==> src/rtl/sdce_pkg.sv <==
package sdce_pkg;

  typedef enum logic [1:0] {
    CAD_EVERY   = 2'd0,
    CAD_HALF    = 2'd1,
    CAD_QUARTER = 2'd2,
    CAD_ALT     = 2'd3
  } cadence_e;

  typedef struct packed {
    logic     bad;
    cadence_e cad;
  } cad_cfg_t;

  localparam logic [7:0] LNK_SD  = 8'd0;
  localparam logic [7:0] LNK_HD  = 8'd1;
  localparam logic [7:0] LNK_3GA = 8'd2;
  localparam logic [7:0] LNK_3GB = 8'd3;
  localparam logic [7:0] LNK_6G  = 8'd4;
  localparam logic [7:0] LNK_12G = 8'd5;

endpackage

==> src/rtl/sdce_decode.sv <==
module sdce_decode
  import sdce_pkg::*;
#(
  parameter int MODE_W = 3,
  parameter int SEL_W  = 3
) (
  input  logic [MODE_W-1:0] mode,
  input  logic [SEL_W-1:0]  sel,
  output cad_cfg_t          cfg
);

  logic [7:0] m8;
  logic [7:0] s8;

  always_comb begin
    m8 = 8'(mode);
    s8 = 8'(sel);
    cfg.bad = 1'b0;
    cfg.cad = CAD_EVERY;
    case (m8)
      LNK_SD:  if (s8 == 8'd0) cfg.cad = CAD_ALT;   else cfg.bad = 1'b1;
      LNK_HD:  if (s8 == 8'd1) cfg.cad = CAD_EVERY; else cfg.bad = 1'b1;
      LNK_3GA: if (s8 == 8'd1) cfg.cad = CAD_EVERY; else cfg.bad = 1'b1;
      LNK_3GB: if (s8 == 8'd2) cfg.cad = CAD_HALF;  else cfg.bad = 1'b1;
      LNK_6G: begin
        if (s8 == 8'd2)      cfg.cad = CAD_EVERY;
        else if (s8 == 8'd3) cfg.cad = CAD_HALF;
        else                 cfg.bad = 1'b1;
      end
      LNK_12G: begin
        if (s8 == 8'd3)      cfg.cad = CAD_HALF;
        else if (s8 == 8'd4) cfg.cad = CAD_QUARTER;
        else                 cfg.bad = 1'b1;
      end
      default: cfg.bad = 1'b1;
    endcase
  end

  // stream counts above sixteen never decode as supported
  always_comb begin
    if (s8 > 8'd4) begin
      assert_wide_sel_bad_R10: assert (cfg.bad);
    end
  end

endmodule

==> src/rtl/sdce_track.sv <==
module sdce_track
  import sdce_pkg::*;
#(
  parameter int MODE_W = 3,
  parameter int SEL_W  = 3
) (
  input  logic              clk,
  input  logic              rst,
  input  logic [MODE_W-1:0] mode,
  input  logic [SEL_W-1:0]  sel,
  output logic              hold,
  output logic              restart_q,
  output cad_cfg_t          cfg_q
);

  localparam int CFG_W = MODE_W + SEL_W;

  logic [CFG_W-1:0] seen_q;
  logic             valid_q;
  cad_cfg_t         cfg_raw;

  sdce_decode #(.MODE_W(MODE_W), .SEL_W(SEL_W)) u_dec (
    .mode (mode),
    .sel  (sel),
    .cfg  (cfg_raw)
  );

  assign hold = !valid_q || ({mode, sel} != seen_q);

  always_ff @(posedge clk) begin
    if (rst) begin
      valid_q   <= 1'b0;
      seen_q    <= '0;
      restart_q <= 1'b0;
      cfg_q     <= '0;
    end else begin
      valid_q   <= 1'b1;
      seen_q    <= {mode, sel};
      restart_q <= hold;
      if (hold) cfg_q <= cfg_raw;
    end
  end

  // the decoded setting only moves on an edge that saw new selectors
  assert_cfg_steady_R9: assert property (@(posedge clk) disable iff (rst)
    (!hold && valid_q) |=> $stable(cfg_q));

endmodule

==> src/rtl/sdce_gap_timer.sv <==
module sdce_gap_timer
  import sdce_pkg::*;
#(
  parameter int SHORT_GAP = 5,
  parameter int LONG_GAP  = 6
) (
  input  logic     clk,
  input  logic     rst,
  input  logic     hold,
  input  logic     restart,
  input  cad_cfg_t cfg,
  output logic     ce_q
);

  localparam int MAXG  = (LONG_GAP > 4) ? LONG_GAP : 4;
  localparam int CNT_W = $clog2(MAXG + 1);

  logic [CNT_W-1:0] cnt_q;
  logic [CNT_W-1:0] gap;
  logic             long_q;

  always_comb begin
    case (cfg.cad)
      CAD_EVERY:   gap = CNT_W'(1);
      CAD_HALF:    gap = CNT_W'(2);
      CAD_QUARTER: gap = CNT_W'(4);
      default:     gap = long_q ? CNT_W'(LONG_GAP) : CNT_W'(SHORT_GAP);
    endcase
  end

  always_ff @(posedge clk) begin
    if (rst) begin
      ce_q   <= 1'b0;
      cnt_q  <= CNT_W'(1);
      long_q <= 1'b0;
    end else if (hold) begin
      ce_q <= 1'b0;
    end else if (cfg.bad) begin
      ce_q  <= 1'b0;
      cnt_q <= CNT_W'(1);
    end else if (restart) begin
      ce_q   <= 1'b1;
      cnt_q  <= CNT_W'(1);
      long_q <= 1'b0;
    end else if (cnt_q == gap) begin
      ce_q   <= 1'b1;
      cnt_q  <= CNT_W'(1);
      long_q <= ~long_q;
    end else begin
      ce_q  <= 1'b0;
      cnt_q <= cnt_q + CNT_W'(1);
    end
  end

  // new selectors silence the enable for one cycle
  assert_hold_quiet_R8: assert property (@(posedge clk) disable iff (rst)
    hold |=> !ce_q);

  // a stable supported setting after a change pulses at once
  assert_restart_pulse_R8: assert property (@(posedge clk) disable iff (rst)
    (restart && !hold && !cfg.bad) |=> ce_q);

  // an unsupported setting keeps the enable low
  assert_err_quiet_R9: assert property (@(posedge clk) disable iff (rst)
    cfg.bad |-> !ce_q);

  // spaced cadences give single-cycle pulses
  assert_single_pulse_R7: assert property (@(posedge clk) disable iff (rst)
    (ce_q && !hold && !restart && cfg.cad != CAD_EVERY) |=> !ce_q);

endmodule

==> src/rtl/sdce_cadence_gen.sv <==
module sdce_cadence_gen
  import sdce_pkg::*;
#(
  parameter int MODE_W    = 3,
  parameter int SEL_W     = 3,
  parameter int SHORT_GAP = 5,
  parameter int LONG_GAP  = 6
) (
  input  logic              clk,
  input  logic              rst,
  input  logic [MODE_W-1:0] mode_i,
  input  logic [SEL_W-1:0]  streams_i,
  output logic              ce_o,
  output logic              cfg_err_o
);

  logic     hold;
  logic     restart_q;
  cad_cfg_t cfg_q;

  sdce_track #(.MODE_W(MODE_W), .SEL_W(SEL_W)) u_track (
    .clk       (clk),
    .rst       (rst),
    .mode      (mode_i),
    .sel       (streams_i),
    .hold      (hold),
    .restart_q (restart_q),
    .cfg_q     (cfg_q)
  );

  sdce_gap_timer #(.SHORT_GAP(SHORT_GAP), .LONG_GAP(LONG_GAP)) u_timer (
    .clk     (clk),
    .rst     (rst),
    .hold    (hold),
    .restart (restart_q),
    .cfg     (cfg_q),
    .ce_q    (ce_o)
  );

  assign cfg_err_o = cfg_q.bad;

  // the flag and the enable are never high together
  assert_no_ce_with_err_R9: assert property (@(posedge clk) disable iff (rst)
    !(ce_o && cfg_err_o));

  // reset clears both outputs
  assert_reset_clear_R1: assert property (@(posedge clk)
    rst |=> (!ce_o && !cfg_err_o));

endmodule

==> config.mk <==
export PLATFORM = sky130hd
export DESIGN_NAME = sdce_cadence_gen
export DESIGN_NICKNAME = d
export VERILOG_FILES = /design/src/rtl/sdce_pkg.sv /design/src/rtl/sdce_decode.sv /design/src/rtl/sdce_track.sv /design/src/rtl/sdce_gap_timer.sv /design/src/rtl/sdce_cadence_gen.sv
export SDC_FILE = /design/constraint.sdc
export NUM_CORES = 1
export LEC_CHECK = 0
export BUFFER_PORTS_ARGS = -buffer_cell sky130_fd_sc_hd__buf_2
export CAP_MARGIN = 5
export CORE_ASPECT_RATIO = 0.6
export CORE_MARGIN = 1
export CORE_UTILIZATION = 25
export CTS_CLUSTER_SIZE = 12
export DETAILED_ROUTE_END_ITERATION = 8
export MAX_ROUTING_LAYER = met4
export PLACE_DENSITY_LB_ADDON = 0.3
export SLEW_MARGIN = 20
export SYNTH_ARGS = -nofsm -noshare
export SYNTH_HDL_FRONTEND = slang
export SYNTH_SLANG_ARGS = --single-unit
==> constraint.sdc <==
create_clock -name clk -period 2.98 [get_ports clk]
set_clock_uncertainty 0.1 [all_clocks]
set_input_delay 0.149 -clock clk [delete_from_list [all_inputs] [get_ports clk]]
set_output_delay 0.149 -clock clk [all_outputs]
set_load 0.005 [all_outputs]
---- Yosys cells after proc, flatten, opt, wreduce, memory -nomap -nowiden ----
Index checks and enable logic that the tools add are counted.
cells by class
  div/mod/pow operators ................... 0
  multiply operators ...................... 0
  reductions and logical operators ........ 9
  add/subtract/negate cells ............... 1
  muxes and demuxes ....................... 25
  equal/unequal tests ..................... 13
  shifts and indexed selects .............. 0
  $lt $le $gt $ge ......................... 0
  bitwise logic cells ..................... 3
operators by type and width
  cell                                                             count
  1-bit 2-to-1 mux                                                 15
  3-bit by 2-bit == test with 1-bit output, second input constant  4
  3-bit == test, second input constant                             3
  3-bit 2-to-1 mux                                                 3
  3-bit one-hot mux with 3 select lines                            1
  2-bit 2-to-1 mux                                                 4
  2-bit one-hot mux with 4 select lines                            1
  3-bit by 1-bit == test with 1-bit output, second input constant  2
  3-bit zero test                                                  2
  6-bit != test                                                    1
  1-bit one-hot mux with 5 select lines                            1
  3-bit by 1-bit adder with 3-bit output, second input constant    1
  3-bit == test                                                    1
  1-bit inverter                                                   3
  3-bit AND reduction                                              1
  3-bit OR reduction                                               1
  2-bit by 1-bit == test with 1-bit output, second input constant  1
  2-bit == test, second input constant                             1
  2-bit zero test                                                  1
  2-bit nonzero test                                               1
  2-bit OR reduction                                               1
  1-bit zero test                                                  1
  1-bit logical OR                                                 1
storage, ports and cells
  register bits after elaboration ......... 16
  memories ................................ 0
  bits in latches ......................... 0
  bits in read-only memories .............. 0
  memory bits (writable) .................. 0
  input port bits ......................... 8
  word-level logic and storage cells ...... 59
  output and inout port bits .............. 2

---- Depth between registers and ports, before layout ----
Gate-level depths: netlist of run 1.
  depth after elaboration ................. 6
  depth in mapped cells ................... 7
  mapped depth without buffers ............ 5

---- Modules after synthesis ----
From an unflattened synthesis of run 1, not the netlist that was laid out.
second synthesis, totals
  cell total of the unflattened synthesis .. 94
  area total of the unflattened synthesis .. 848.3 um2
modules (own cells, without submodules)
  module          area an instance (um2)  times used  cells each  seq. area each (um2)
  sdce_track      401.6                   1           37          220.2
  sdce_gap_timer  305.3                   1           35          100.1
  sdce_decode     141.4                   1           22          0.0

---- Worst setup path before layout of run 1 ----
OpenSTA, ideal clock, no wires.
  kind .................................... reg-to-reg
  from .................................... register u_timer.cnt_q[0]
  to ...................................... register u_timer.long_q
  cell stages (with the launch flop) ...... 6
  setup time .............................. 131 ps
  path slack .............................. 1,296 ps
  required time ........................... 2,749 ps
  path buffers ............................ 0
  period minus slack after synthesis ...... 1,684 ps
  arrival time ............................ 1,453 ps
  cells stage by stage .................... dfxtp_1 -> or3b_1 -> a211oi_2 -> nor3_1 -> o311ai_1 -> o41ai_1
on the way
  longest elaborated chain between the ends .. 3
RTL lines
  element                        line                  RTL
  from (decl)                    sdce_gap_timer.sv:18  logic [CNT_W-1:0] cnt_q;
  from (signal assigned)         sdce_gap_timer.sv:51  cnt_q <= cnt_q + CNT_W'(1);
  3-bit == test                  sdce_gap_timer.sv:45  end else if (cnt_q == gap) begin
  2-bit nonzero test (no line)   -
  3-bit AND reduction (no line)  -
  to (signal assigned)           sdce_gap_timer.sv:48  long_q <= ~long_q;
  to (decl)                      sdce_gap_timer.sv:20  logic long_q;
No other way between the ends.
A chain may end at the register's enable or synchronous reset.

---- Worst setup path after layout of run 1 ----
  from .................................... register u_timer.cnt_q[0]
  to ...................................... register u_timer.cnt_q[0]
on the way
  longest elaborated chain between the ends .. 4
  elaborated cells on any way between the ends .. 5
  classes of those cells .................. 1 x add/sub; 1 x eq/ne; 3 x mux
RTL lines
  element                                                                  line                                        RTL
  3-bit by 1-bit adder with 3-bit output or 3-bit == test (tied branches)  sdce_gap_timer.sv:51, sdce_gap_timer.sv:45
  3-bit 2-to-1 mux (*)                                                     sdce_gap_timer.sv:45
  3-bit 2-to-1 mux (*)                                                     sdce_gap_timer.sv:41                        end else if (restart) begin
  3-bit 2-to-1 mux (*)                                                     sdce_gap_timer.sv:38                        end else if (cfg.bad) begin
Every way passes the cells marked *; elsewhere a longest branch is shown, timed or not.

==> impl_summary.txt, run 1 <==
----------------------------------------------------
[Outcome]
  Outcome ... finished clean

[Global route]
  Largest net degree at the start of global routing ... 16
  Antenna violations before repair ... 0
  Total routing resource utilization after global routing ... 9.549%
  Vias in the first global route ... 517
  Gr ovfl total ... 0
  Global-route wire length before repair ... 2.470 mm

[Drt]
  Average wire length per cell after detail routing ... 11.45 um
  Post-detailed-route count of antenna-violating nets ... 0
  DRC violations left ... 0
  Detailed Routing Iterations Pass 1 ... 4
  Total via count after detailed routing ... 671
  DRC violation total after the first TritonRoute iteration ... 37
  DR vias/cell ... 4.725
  Total Wirelength ... 1.626 mm

[Place]
  Input/output buffers ... 9
  Cell total after placement ... 138
  Estimated wirelength of the detail-placed design ... 1.248 mm
  Final Wtd Congestion ... 0.7178
  Cell area reported after detailed placement ... 934.6 sq um

[Clocking]
  Clock tree from TritonCTS ... done
  # H-tree levels ... 1
  CTS Buf Count ... 3
  Clock-pin slew on the worst setup and hold paths ... 60 ps
  Library cell used as clock root buffer ... sky130_fd_sc_hd__clkbuf_8
  Max clock buf depth ... 2
  Quantity of gates resized following cts ... 0
  Count of clock tree sinks ... 16
  Number of buffers added to fix hold violations after cts ... 0
  Clk Latency, worst-skew pair ... 250 ps
  Setup Buffers After CTS ... 0

[Die]
  Height of the chip ... 48.27 um
  DIE AREA ... 0.003819 sq mm
  Boundary Pins ... 10
  Die boundary width ... 79.12 um
  Effective utilization at floorplan ... 26.84%
  Number of standard-cell rows in the floorplan ... 16
  Core area ... 0.003323 sq mm

[Layout]
  Fraction of the core area covered by cells at the end of the flow ... 29.78%
  Filler cell count in the final layout ... 357
  Final std cells w/o fill ... 142
  Share of cells above drive strength 1 ... 21.65%
  Most common cell after layout, fill and taps aside ... sky130_fd_sc_hd__dfxtp_1
  Combined flip-flop and latch cell area ... 320.3 sq um
  Total inserted antenna cells ... 0
  NumNets Final ... 107
  Post-route standard cell area excluding fillers ... 989.7 sq um
  Synth-to-Final Area Change ... 10.94%
  Area occupied by multi-input gates ... 505.5 sq um
  Most frequent cells in the layout ... sky130_fd_sc_hd__dfxtp_1, sky130_fd_sc_hd__buf_2

[Critical path]
  Startpoint class of the critical path ... flip-flop
  Cell with the largest stage delay on the worst path ... sky130_fd_sc_hd__dfxtp_1
  Critical path's largest stage delay ... 420 ps
  Maximum fanout encountered on the critical timing path ... 8
  Worst EP required ... 3010 ps
  Crit path kind ... reg -> reg
  Nature of the critical path endpoint ... flip-flop
  Worst path top cell family by delay ... simple AND/OR/NAND/NOR gates
  Data arrival time of the critical path ... 1900 ps
  List of cells traversed by the critical path ... and4b_1 -> o311a_1 -> nor4_2 -> and3_2 -> o21ai_0
  Count of buffering cells on the critical path with inverters included ... 0

[Timing]
  Final Cycle Share ... 62.72%
  Final number of max-transition violations ... 0
  Slew at the pin with the worst max-slew slack ... 427.1 ps
  Maximum clock rate ... 0.5351 GHz
  Final setup TNS ... 0 ps
  Post-route minimum period ... 1869 ps
  Unrepaired setup endpoints after global routing ... false
  Final-report hold violation count ... 0
  Worst slew margin relative to its limit ... 71.29%
  Count of endpoints failing setup in the final report ... 0

[Power and ir drop]
  Total power ... 0.4688 mW
  Worst vdd rail ir drop ... 0.1235 mV
  Power per unit of standard cell area ... 473.7 mW/mm^2
  P_leak ... 0.3802 nW

[Yosys]
  Post-Synthesis Net Count ... 100
  Post-Synthesis Mean Instance Area ... 9.803 sq um
  Yosys cell types ... 39
  Syn Inst Count ... 91
  Share of synthesized registers carrying an async set or reset ... 0%
  Warning count from the yosys run ... 0
  Post-synthesis cell area ... 892.1 sq um
  Most used flip-flop cell after synthesis ... sky130_fd_sc_hd__dfxtp_1
  Number of synthesized flops with an enable pin ... 0
  Sequential fraction of the synthesis area ... 35.90%
  Yosys reg bits ... 16

[Job]
  MaxCap Viol Count ... 0

[Hold path]
  Type of the tightest min-delay check ... in -> reg

----------------------------------------------------
metal layers:
layer  vias up  share of wire (%)  track usage, %
met5         -                  0               -
met4         0                1.0           4.364
met3         5                6.3           4.673
met2        13                 36           11.55
met1       307                 57           12.77
li1        346                  -               -
cells in the mapped netlist, types with 2 or more instances:
master / n / share of area (%)
sky130_fd_sc_hd__xnor2_2: 2 / 3.6
sky130_fd_sc_hd__xnor2_1: 2 / 2.0
sky130_fd_sc_hd__nor2_1: 5 / 2.1
sky130_fd_sc_hd__xor2_1: 2 / 2.0
sky130_fd_sc_hd__inv_1: 2 / 0.84
sky130_fd_sc_hd__nand3_1: 5 / 2.8
sky130_fd_sc_hd__a21oi_1: 4 / 2.2
sky130_fd_sc_hd__o21ai_0: 2 / 1.1
sky130_fd_sc_hd__a211oi_1: 2 / 1.7
sky130_fd_sc_hd__buf_6: 4 / 5.0
sky130_fd_sc_hd__nand2_1: 4 / 1.7
sky130_fd_sc_hd__nand3b_1: 2 / 1.7
sky130_fd_sc_hd__or3_1: 5 / 3.5
sky130_fd_sc_hd__nor3_1: 3 / 1.7
sky130_fd_sc_hd__nand4b_1: 2 / 2.0
sky130_fd_sc_hd__dfxtp_1: 16 / 36
sky130_fd_sc_hd__nor2b_1: 5 / 3.5
sky130_fd_sc_hd__buf_2: 2 / 1.1
sky130_fd_sc_hd__o41ai_1: 2 / 2.0
registers in the layout, indices dropped and copies added, names as in the netlist:
register	flops
u_track.seen_q	6
u_timer.cnt_q	3
u_track.cfg_q	3
u_timer.ce_q	1
u_timer.long_q	1
u_track.restart_q	1
u_track.valid_q	1
through the flow:
step	setup WS [ps]	hold WS, ps
floorplan	1296	120.6
CTS	1125	114.2
global placement	1209	377.1
detailed placement	1143	380.6
global route	970.4	121.0
finish	1111	123.7
cells by family (layout without fill, tap and decap cells):
kind of cell	after synthesis	count (layout)	synth area share, %
DFF	16	16	35.90
adders and majority gates	1	1	1.402
xor gates and xnor gates	7	7	10.66
buffers and inverters	9	15	7.433
muxes	1	1	1.122
AOI/OAI and AO/OA	16	16	13.32
and+or+nand+nor	41	41	30.15
worst paths after layout:
| kind | to | slack, ps | cells after the start | from |
|---|---|---|---|---|
| worst min-delay path | u_track.seen_q[2] | 120 | 2 | streams_i[2] |
| worst min register to register | u_track.cfg_q[0] | 420 | 2 | u_track.cfg_q[0] |
| worst max-delay path | u_timer.cnt_q[0] | 1110 | 5 | u_timer.cnt_q[0] |
| worst max register to register | u_timer.cnt_q[0] | 1110 | 5 | u_timer.cnt_q[0] |
cell type report:
class,instances,area share [%]
multi-input combinational,66,51.07
inverter,2,0.7585
clock buffer,4,5.563
tap,45,5.689
timing repair buffer,9,4.551
sequential,16,32.36
report_power, final:
part | switching, mW | internal [mW]
combinational | 0.0281 | 0.0233
sequential | 0.00636 | 0.222
clock | 0.0722 | 0.117
total | 0.107 | 0.362
No activity file was read; power rests on OpenSTA's default activity.
==> run 2: changes to the inputs <==
==> constraint.sdc (replaced) <==
create_clock -name clk -period 1.9 [get_ports clk]
set_clock_uncertainty 0.1 [all_clocks]
set_input_delay 0.095 -clock clk [delete_from_list [all_inputs] [get_ports clk]]
set_output_delay 0.095 -clock clk [all_outputs]
set_load 0.005 [all_outputs]
==> run 2 against run 1 <==
Net effect:
- total power increased by 58%
- cell count rose by 0.70%
- via count up 1.0%
- register-to-register slack lost 1000 ps
- combinational power grew 62%
- clock power grew 58%
- sequential power increased by 57%
- count of clock-buffer cells in the layout is the same
- critical path depth did not move
- sequential share of layout area is 0.67 points lower
- global-route usage fell by 0.31 points
- core utilization grew 0.75 points
- critical path type unchanged
==> impl_summary.txt, run 2 (synthesis results as in run 1) <==
----------------------------------------------------
[Outcome]
  Outcome ... finished clean

[Critical path]
  Startpoint class of the critical path ... flip-flop
  Data arrival time of the critical path ... 1830 ps (-70 ps)
  List of cells traversed by the critical path ... xnor2_4 -> nand4_2 -> or3_1 -> o311ai_1 -> o41ai_1
  Maximum fanout encountered on the critical timing path ... 6 (-2)
  Crit path kind ... reg -> reg
  Cell with the largest stage delay on the worst path ... sky130_fd_sc_hd__or3_1
  Critical path's largest stage delay ... 470 ps (+50 ps)
  Worst path top cell family by delay ... simple AND/OR/NAND/NOR gates
  Worst EP required ... 1930 ps (-1080 ps)
  Nature of the critical path endpoint ... flip-flop
  Count of buffering cells on the critical path with inverters included ... 0 (unchanged)

[Layout]
  Number of flip-flops in the largest register ... 6 (unchanged)
  Most common cell after layout, fill and taps aside ... sky130_fd_sc_hd__dfxtp_1
  NumNets Final ... 108 (+0.93%)
  Total inserted antenna cells ... 0 (unchanged)
  Synth-to-Final Area Change ... 13.74%
  Post-route standard cell area excluding fillers ... 0.001015 sq mm (+2.5%)
  Most frequent cells in the layout ... sky130_fd_sc_hd__dfxtp_1, sky130_fd_sc_hd__buf_2
  Largest registers ... u_track.seen_q: 6 flops, u_timer.cnt_q: 3 flops, u_track.cfg_q: 3 flops
  Final std cells w/o fill ... 143 (+0.70%)
  Filler cell count in the final layout ... 372 (+4.2%)
  Register name with the most flops ... u_track.seen_q
  Share of cells above drive strength 1 ... 23.47% (+1.8 points)
  Fraction of the core area covered by cells at the end of the flow ... 30.53% (+0.75 points)

[Place]
  Dpl ws ... 59.49 ps (-1083 ps)
  Input/output buffers ... 9 (unchanged)
  Estimated wirelength of the detail-placed design ... 1.222 mm (-2.1%)
  Cell total after placement ... 138 (unchanged)
  Cell area reported after detailed placement ... 934.6 sq um (unchanged)
  Final Wtd Congestion ... 0.7177 (about the same)

[Clocking]
  # H-tree levels ... 1 (unchanged)
  Clock-pin slew on the worst setup and hold paths ... 70 ps (about the same)
  Max clock buf depth ... 2 (unchanged)
  Library cell used as clock root buffer ... sky130_fd_sc_hd__clkbuf_8
  Clock tree from TritonCTS ... done
  Clk Latency, worst-skew pair ... 250 ps (about the same)
  CTS Buf Count ... 3 (unchanged)
  Count of clock tree sinks ... 16 (unchanged)

[Drt]
  Total via count after detailed routing ... 678 (+1.0%)
  Post-detailed-route count of antenna-violating nets ... 0 (unchanged)
  DR vias/cell ... 4.741 (+0.34%)
  DRC violation total after the first TritonRoute iteration ... 43 (+16%)
  Total Wirelength ... 1.712 mm (+5.3%)
  Average wire length per cell after detail routing ... 11.97 um (+4.6%)
  Detailed Routing Iterations Pass 1 ... 4 (unchanged)
  DRC violations left ... 0 (unchanged)

[Die]
  Core area ... 0.003323 sq mm (unchanged)
  Height of the chip ... 48.27 um (unchanged)
  Die boundary width ... 79.12 um (unchanged)
  Number of standard-cell rows in the floorplan ... 16 (unchanged)
  Boundary Pins ... 10 (unchanged)
  Effective utilization at floorplan ... 26.84% (unchanged)
  DIE AREA ... 0.003819 sq mm (unchanged)

[Global route]
  Total routing resource utilization after global routing ... 9.238% (-0.31 points)
  Gr ovfl total ... 0 (unchanged)
  Vias in the first global route ... 492 (-4.8%)
  Largest net degree at the start of global routing ... 16 (unchanged)
  Global-route wire length before repair ... 2.449 mm (-0.85%)
  Antenna violations before repair ... 0 (unchanged)

[Timing]
  Final Cycle Share ... 94.68% (+32 points)
  Post-route minimum period ... 1799 ps (-69.98 ps)
  Post-Route Hold Slack ... 68.21 ps (-55.51 ps)
  Maximum clock rate ... 0.5559 GHz (+3.9%)
  Final number of max-transition violations ... 0 (unchanged)
  Worst slew margin relative to its limit ... 73.96% (+2.7 points)
  Slew at the pin with the worst max-slew slack ... 387.6 ps (-39.42 ps)
  Final setup TNS ... 0 ps (unchanged)
  Count of endpoints failing setup in the final report ... 0 (unchanged)
  Final-report hold violation count ... 0 (unchanged)
  Final setup slack of the worst path ... 101.0 ps (-1010 ps)

[Power and ir drop]
  NetSw ... 0.1723 mW (+61%)
  Switching portion of total power ... 23.25% (+0.47 points)
  Total power ... 0.7413 mW (+58%)
  Worst vdd rail ir drop ... 0.2266 mV (+83%)
  Power per unit of standard cell area ... 730.5 mW/mm^2 (+54%)
  Clock network fraction of design power ... 40.4% (about the same)
  Sequential group share of total power ... 48.4% (-0.2 points)
  Internal power consumption ... 0.5690 mW (+57%)
  Combinational share of power ... 11.2% (+0.2 points)
  P_leak ... 0.3887 nW (+2.2%)

[Hold path]
  Type of the tightest min-delay check ... in -> reg

[Job]
  MaxCap Viol Count ... 0 (unchanged)

----------------------------------------------------
[run 2: worst paths after layout]
path	end	slack, ps	cells after the start	startpoint
max reg2reg	u_timer.long_q	100	5	u_track.seen_q[0]
min	u_track.seen_q[2]	70	2	streams_i[2]
max	u_timer.long_q	100	5	u_track.seen_q[0]
min reg2reg	u_track.cfg_q[0]	420	2	u_track.cfg_q[0]
[run 2: area by class of cell]
cell class                      instances  area (sq um)  share of cell area (%)
Tap cell                               45         56.30                   5.549
Multi-Input combinational cell         66         521.8                   51.42
Inverter                                2         7.507                  0.7398
Sequential cell                        16         321.6                   31.69
Timing Repair Buffer                   10         52.55                   5.179
Clock buffer                            4         55.05                   5.425
[run 2: power by group through the flow]
stage | clock network (mW) | registers [mW] | logic, mW
6_report | 0.299 | 0.359 | 0.0832
5_1_grt | 0.324 | 0.360 | 0.0910
4_1_cts | 0.309 | 0.357 | 0.0814
3_5_place_dp | 0 | 0.365 | 0.0811
3_3_place_gp | 0 | 0.365 | 0.0807
2_1_floorplan | 0 | 0.363 | 0.0698
[run 2: routing by layer]
| layer | wire length [um] | track usage [%] | vias up |
|---|---|---|---|
| li1 | - | - | 348 |
| met1 | 941 | 13.31 | 319 |
| met2 | 671 | 11.03 | 11 |
| met3 | 99 | 4.673 | 0 |
| met4 | 0 | 1.091 | 0 |
| met5 | 0 | - | - |
[run 2: repair_timing]
| action | CTS | global route |
|---|---|---|
| endpoints found under the setup margin | 0 | 4 |
| resized for setup | 0 | 3 |
| hold buffers | 0 | 0 |
| setup buffers | 0 | 1 |
| endpoints found under the hold margin | 0 | 0 |
==> run 3: changes to the inputs <==
==> constraint.sdc (replaced) <==
create_clock -name clk -period 1.6 [get_ports clk]
set_clock_uncertainty 0.1 [all_clocks]
set_input_delay 0.08 -clock clk [delete_from_list [all_inputs] [get_ports clk]]
set_output_delay 0.08 -clock clk [all_outputs]
set_load 0.005 [all_outputs]
==> run 3 against run 2 <==
Net effect:
- the run now ends with negative setup slack left
- global-route usage rose by 2.3 points
- first-iteration DRC count shrank 49%
- critical path depth rose by 1
- final area up 15%
- maximum frequency is 3.7% higher
- cell count grew 8.4%
- sequential share of layout area decreased by 3.7 points
- sequential power increased by 19%
- largest power group unchanged
==> impl_summary.txt, run 3 (synthesis results as in run 1) <==
----------------------------------------------------
[Outcome]
  Outcome ... finished, violations left
  Violated checks ... negative setup slack

[Layout]
  Combined flip-flop and latch cell area ... 326.6 sq um (+1.6%)
  Area occupied by multi-input gates ... 561.8 sq um (+7.7%)
  Most frequent cells in the layout ... sky130_fd_sc_hd__dfxtp_1, sky130_fd_sc_hd__buf_2, sky130_fd_sc_hd__buf_4
  Largest registers ... u_track.seen_q: 6 flops, u_timer.cnt_q: 3 flops, u_track.cfg_q: 3 flops
  Post-route standard cell area excluding fillers ... 0.001165 sq mm (+15%)
  Share of cells above drive strength 1 ... 40.91% (+17 points)
  NumNets Final ... 120 (+11%)
  Filler cell count in the final layout ... 352 (-5.4%)
  Most common cell after layout, fill and taps aside ... sky130_fd_sc_hd__dfxtp_1
  Fraction of the core area covered by cells at the end of the flow ... 35.05% (+4.5 points)
  Total inserted antenna cells ... 0 (unchanged)
  Synth-to-Final Area Change ... 30.58%
  Number of flip-flops in the largest register ... 6 (unchanged)
  Register name with the most flops ... u_track.seen_q

[Timing]
  Final number of max-transition violations ... 0 (unchanged)
  Final Cycle Share ... 108.5% (+14 points)
  Final-report hold violation count ... 0 (unchanged)
  Worst slew margin relative to its limit ... 72.24% (-1.7 points)
  Final setup slack of the worst path ... -135.5 ps (-236.5 ps)
  Maximum clock rate ... 0.5762 GHz (+3.7%)
  Unrepaired setup endpoints after global routing ... true
  Count of endpoints failing setup in the final report ... 5 (+5)
  Final setup TNS ... -402.0 ps (-402.0 ps)
  Slew at the pin with the worst max-slew slack ... 405.9 ps (+18.24 ps)
  Post-route minimum period ... 1735 ps (-63.48 ps)
  Post-Route Hold Slack ... 48.84 ps (-19.37 ps)

[Die]
  Die boundary width ... 79.12 um (unchanged)
  Core area ... 0.003323 sq mm (unchanged)
  Number of standard-cell rows in the floorplan ... 16 (unchanged)
  Effective utilization at floorplan ... 26.84% (unchanged)
  DIE AREA ... 0.003819 sq mm (unchanged)
  Height of the chip ... 48.27 um (unchanged)
  Boundary Pins ... 10 (unchanged)

[Global route]
  Gr ovfl total ... 0 (unchanged)
  Global-route wire length before repair ... 3.042 mm (+24%)
  Vias in the first global route ... 637 (+29%)
  Total routing resource utilization after global routing ... 11.50% (+2.3 points)
  Antenna violations before repair ... 0 (unchanged)
  Largest net degree at the start of global routing ... 16 (unchanged)

[Power and ir drop]
  P_leak ... 0.4496 nW (+16%)
  Power per unit of standard cell area ... 777.9 mW/mm^2 (+6.5%)
  Worst vdd rail ir drop ... 0.4611 mV (+100%)

[Clocking]
  CTS Buf Count ... 3 (unchanged)
  Clock-pin slew on the worst setup and hold paths ... 60 ps (about the same)
  Library cell used as clock root buffer ... sky130_fd_sc_hd__clkbuf_8
  Max clock buf depth ... 2 (unchanged)
  Clk Latency, worst-skew pair ... 250 ps (about the same)
  Clock tree from TritonCTS ... done
  Count of clock tree sinks ... 16 (unchanged)
  Number of buffers added to fix hold violations after cts ... 0 (unchanged)
  # H-tree levels ... 1 (unchanged)

[Drt]
  Total via count after detailed routing ... 719 (+6.0%)
  Total Wirelength ... 1.862 mm (+8.8%)
  Detailed Routing Iterations Pass 1 ... 4 (unchanged)
  DRC violations left ... 0 (unchanged)
  Average wire length per cell after detail routing ... 12.01 um (+0.34%)
  DR vias/cell ... 4.639 (-2.2%)
  Post-detailed-route count of antenna-violating nets ... 0 (unchanged)
  DRC violation total after the first TritonRoute iteration ... 22 (-49%)

[Place]
  Estimated wirelength of the detail-placed design ... 1.391 mm (+14%)
  Input/output buffers ... 9 (unchanged)
  Final Wtd Congestion ... 0.8114 (+13%)
  Cell area reported after detailed placement ... 0.001041 sq mm (+11%)

[Hold path]
  Type of the tightest min-delay check ... in -> reg

[Critical path]
  Data arrival time of the critical path ... 1770 ps (-60 ps)
  Critical path's largest stage delay ... 390 ps (-80 ps)
  List of cells traversed by the critical path ... buf_6 -> and4b_1 -> o311a_4 -> nor4_4 -> and3_2 -> o21ai_0
  Startpoint class of the critical path ... flip-flop
  Maximum fanout encountered on the critical timing path ... 4 (-2)
  Worst EP required ... 1630 ps (-300 ps)
  Crit path kind ... reg -> reg
  Cell with the largest stage delay on the worst path ... sky130_fd_sc_hd__o311a_4
  Nature of the critical path endpoint ... flip-flop

[Job]
  MaxCap Viol Count ... 0 (unchanged)

----------------------------------------------------
## run 3: changes by cell type in the layout (fill, tap and decap cells not counted), sizes merged
cell  previous run  this run
buf             10        22
## run 3: power breakdown
| part | leakage (nW) | total (mW) | switching, mW | internal, mW |
|---|---|---|---|---|
| Clock | 0.0288 | 0.355 | 0.137 | 0.218 |
| Combinational | 0.288 | 0.124 | 0.0622 | 0.0617 |
| Sequential | 0.133 | 0.427 | 0.0138 | 0.413 |
## run 3: timing repair
action	4_1_cts	5_1_grt
endpoints found under the setup margin	6	7
hold endpoints to repair	0	0
resized for setup	4	9
pin swaps	5	4
setup buffers	0	1
## run 3: area by class of cell
type                    count  area share (%)
inverters                   2          0.6445
flip-flops and latches     16           28.03
multi-input cells          66           48.23
clock buffers               4           4.726
well taps                  45           4.834
repair buffers             22           13.53
## run 3: worst max-delay path: cells and delay by family (launching register included)
kind	cells	cell delay [ps]
and+or+nand+nor	3	620
buffers and inverters	1	110
AOI/OAI and AO/OA	2	450
DFF	1	330
## run 3: path summary, 6_finish.rpt
check                        start                 to  slack (ps)  cells past startpoint
setup / recovery  u_track.cfg_q[0]   u_timer.cnt_q[0]        -140                      6
hold / removal           mode_i[1]  u_track.seen_q[4]          50                      2
setup reg to reg  u_track.cfg_q[0]   u_timer.cnt_q[0]        -140                      6
hold reg to reg     u_timer.long_q     u_timer.long_q         450                      2
## run 3: through the flow
step | power (mW) | cells | setup WS [ps]
CTS | 0.8996 | 154 | -104.6
global placement | 0.5462 | 150 | -81.12
global route | 0.9491 | 155 | -204.9
detailed placement | 0.5481 | 150 | -123.9
floorplan | 0.5169 | 91 | -47.08
finish | 0.9062 | 155 | -135.5
## run 3: routing by layer
metal / track usage [%] / vias up / part of all wire [%]
met5: - / - / 0
met4: 3.636 / 0 / 0.59
met3: 4.673 / 2 / 4.9
met2: 15.34 / 11 / 39
met1: 15.54 / 334 / 56
li1: - / 372 / -
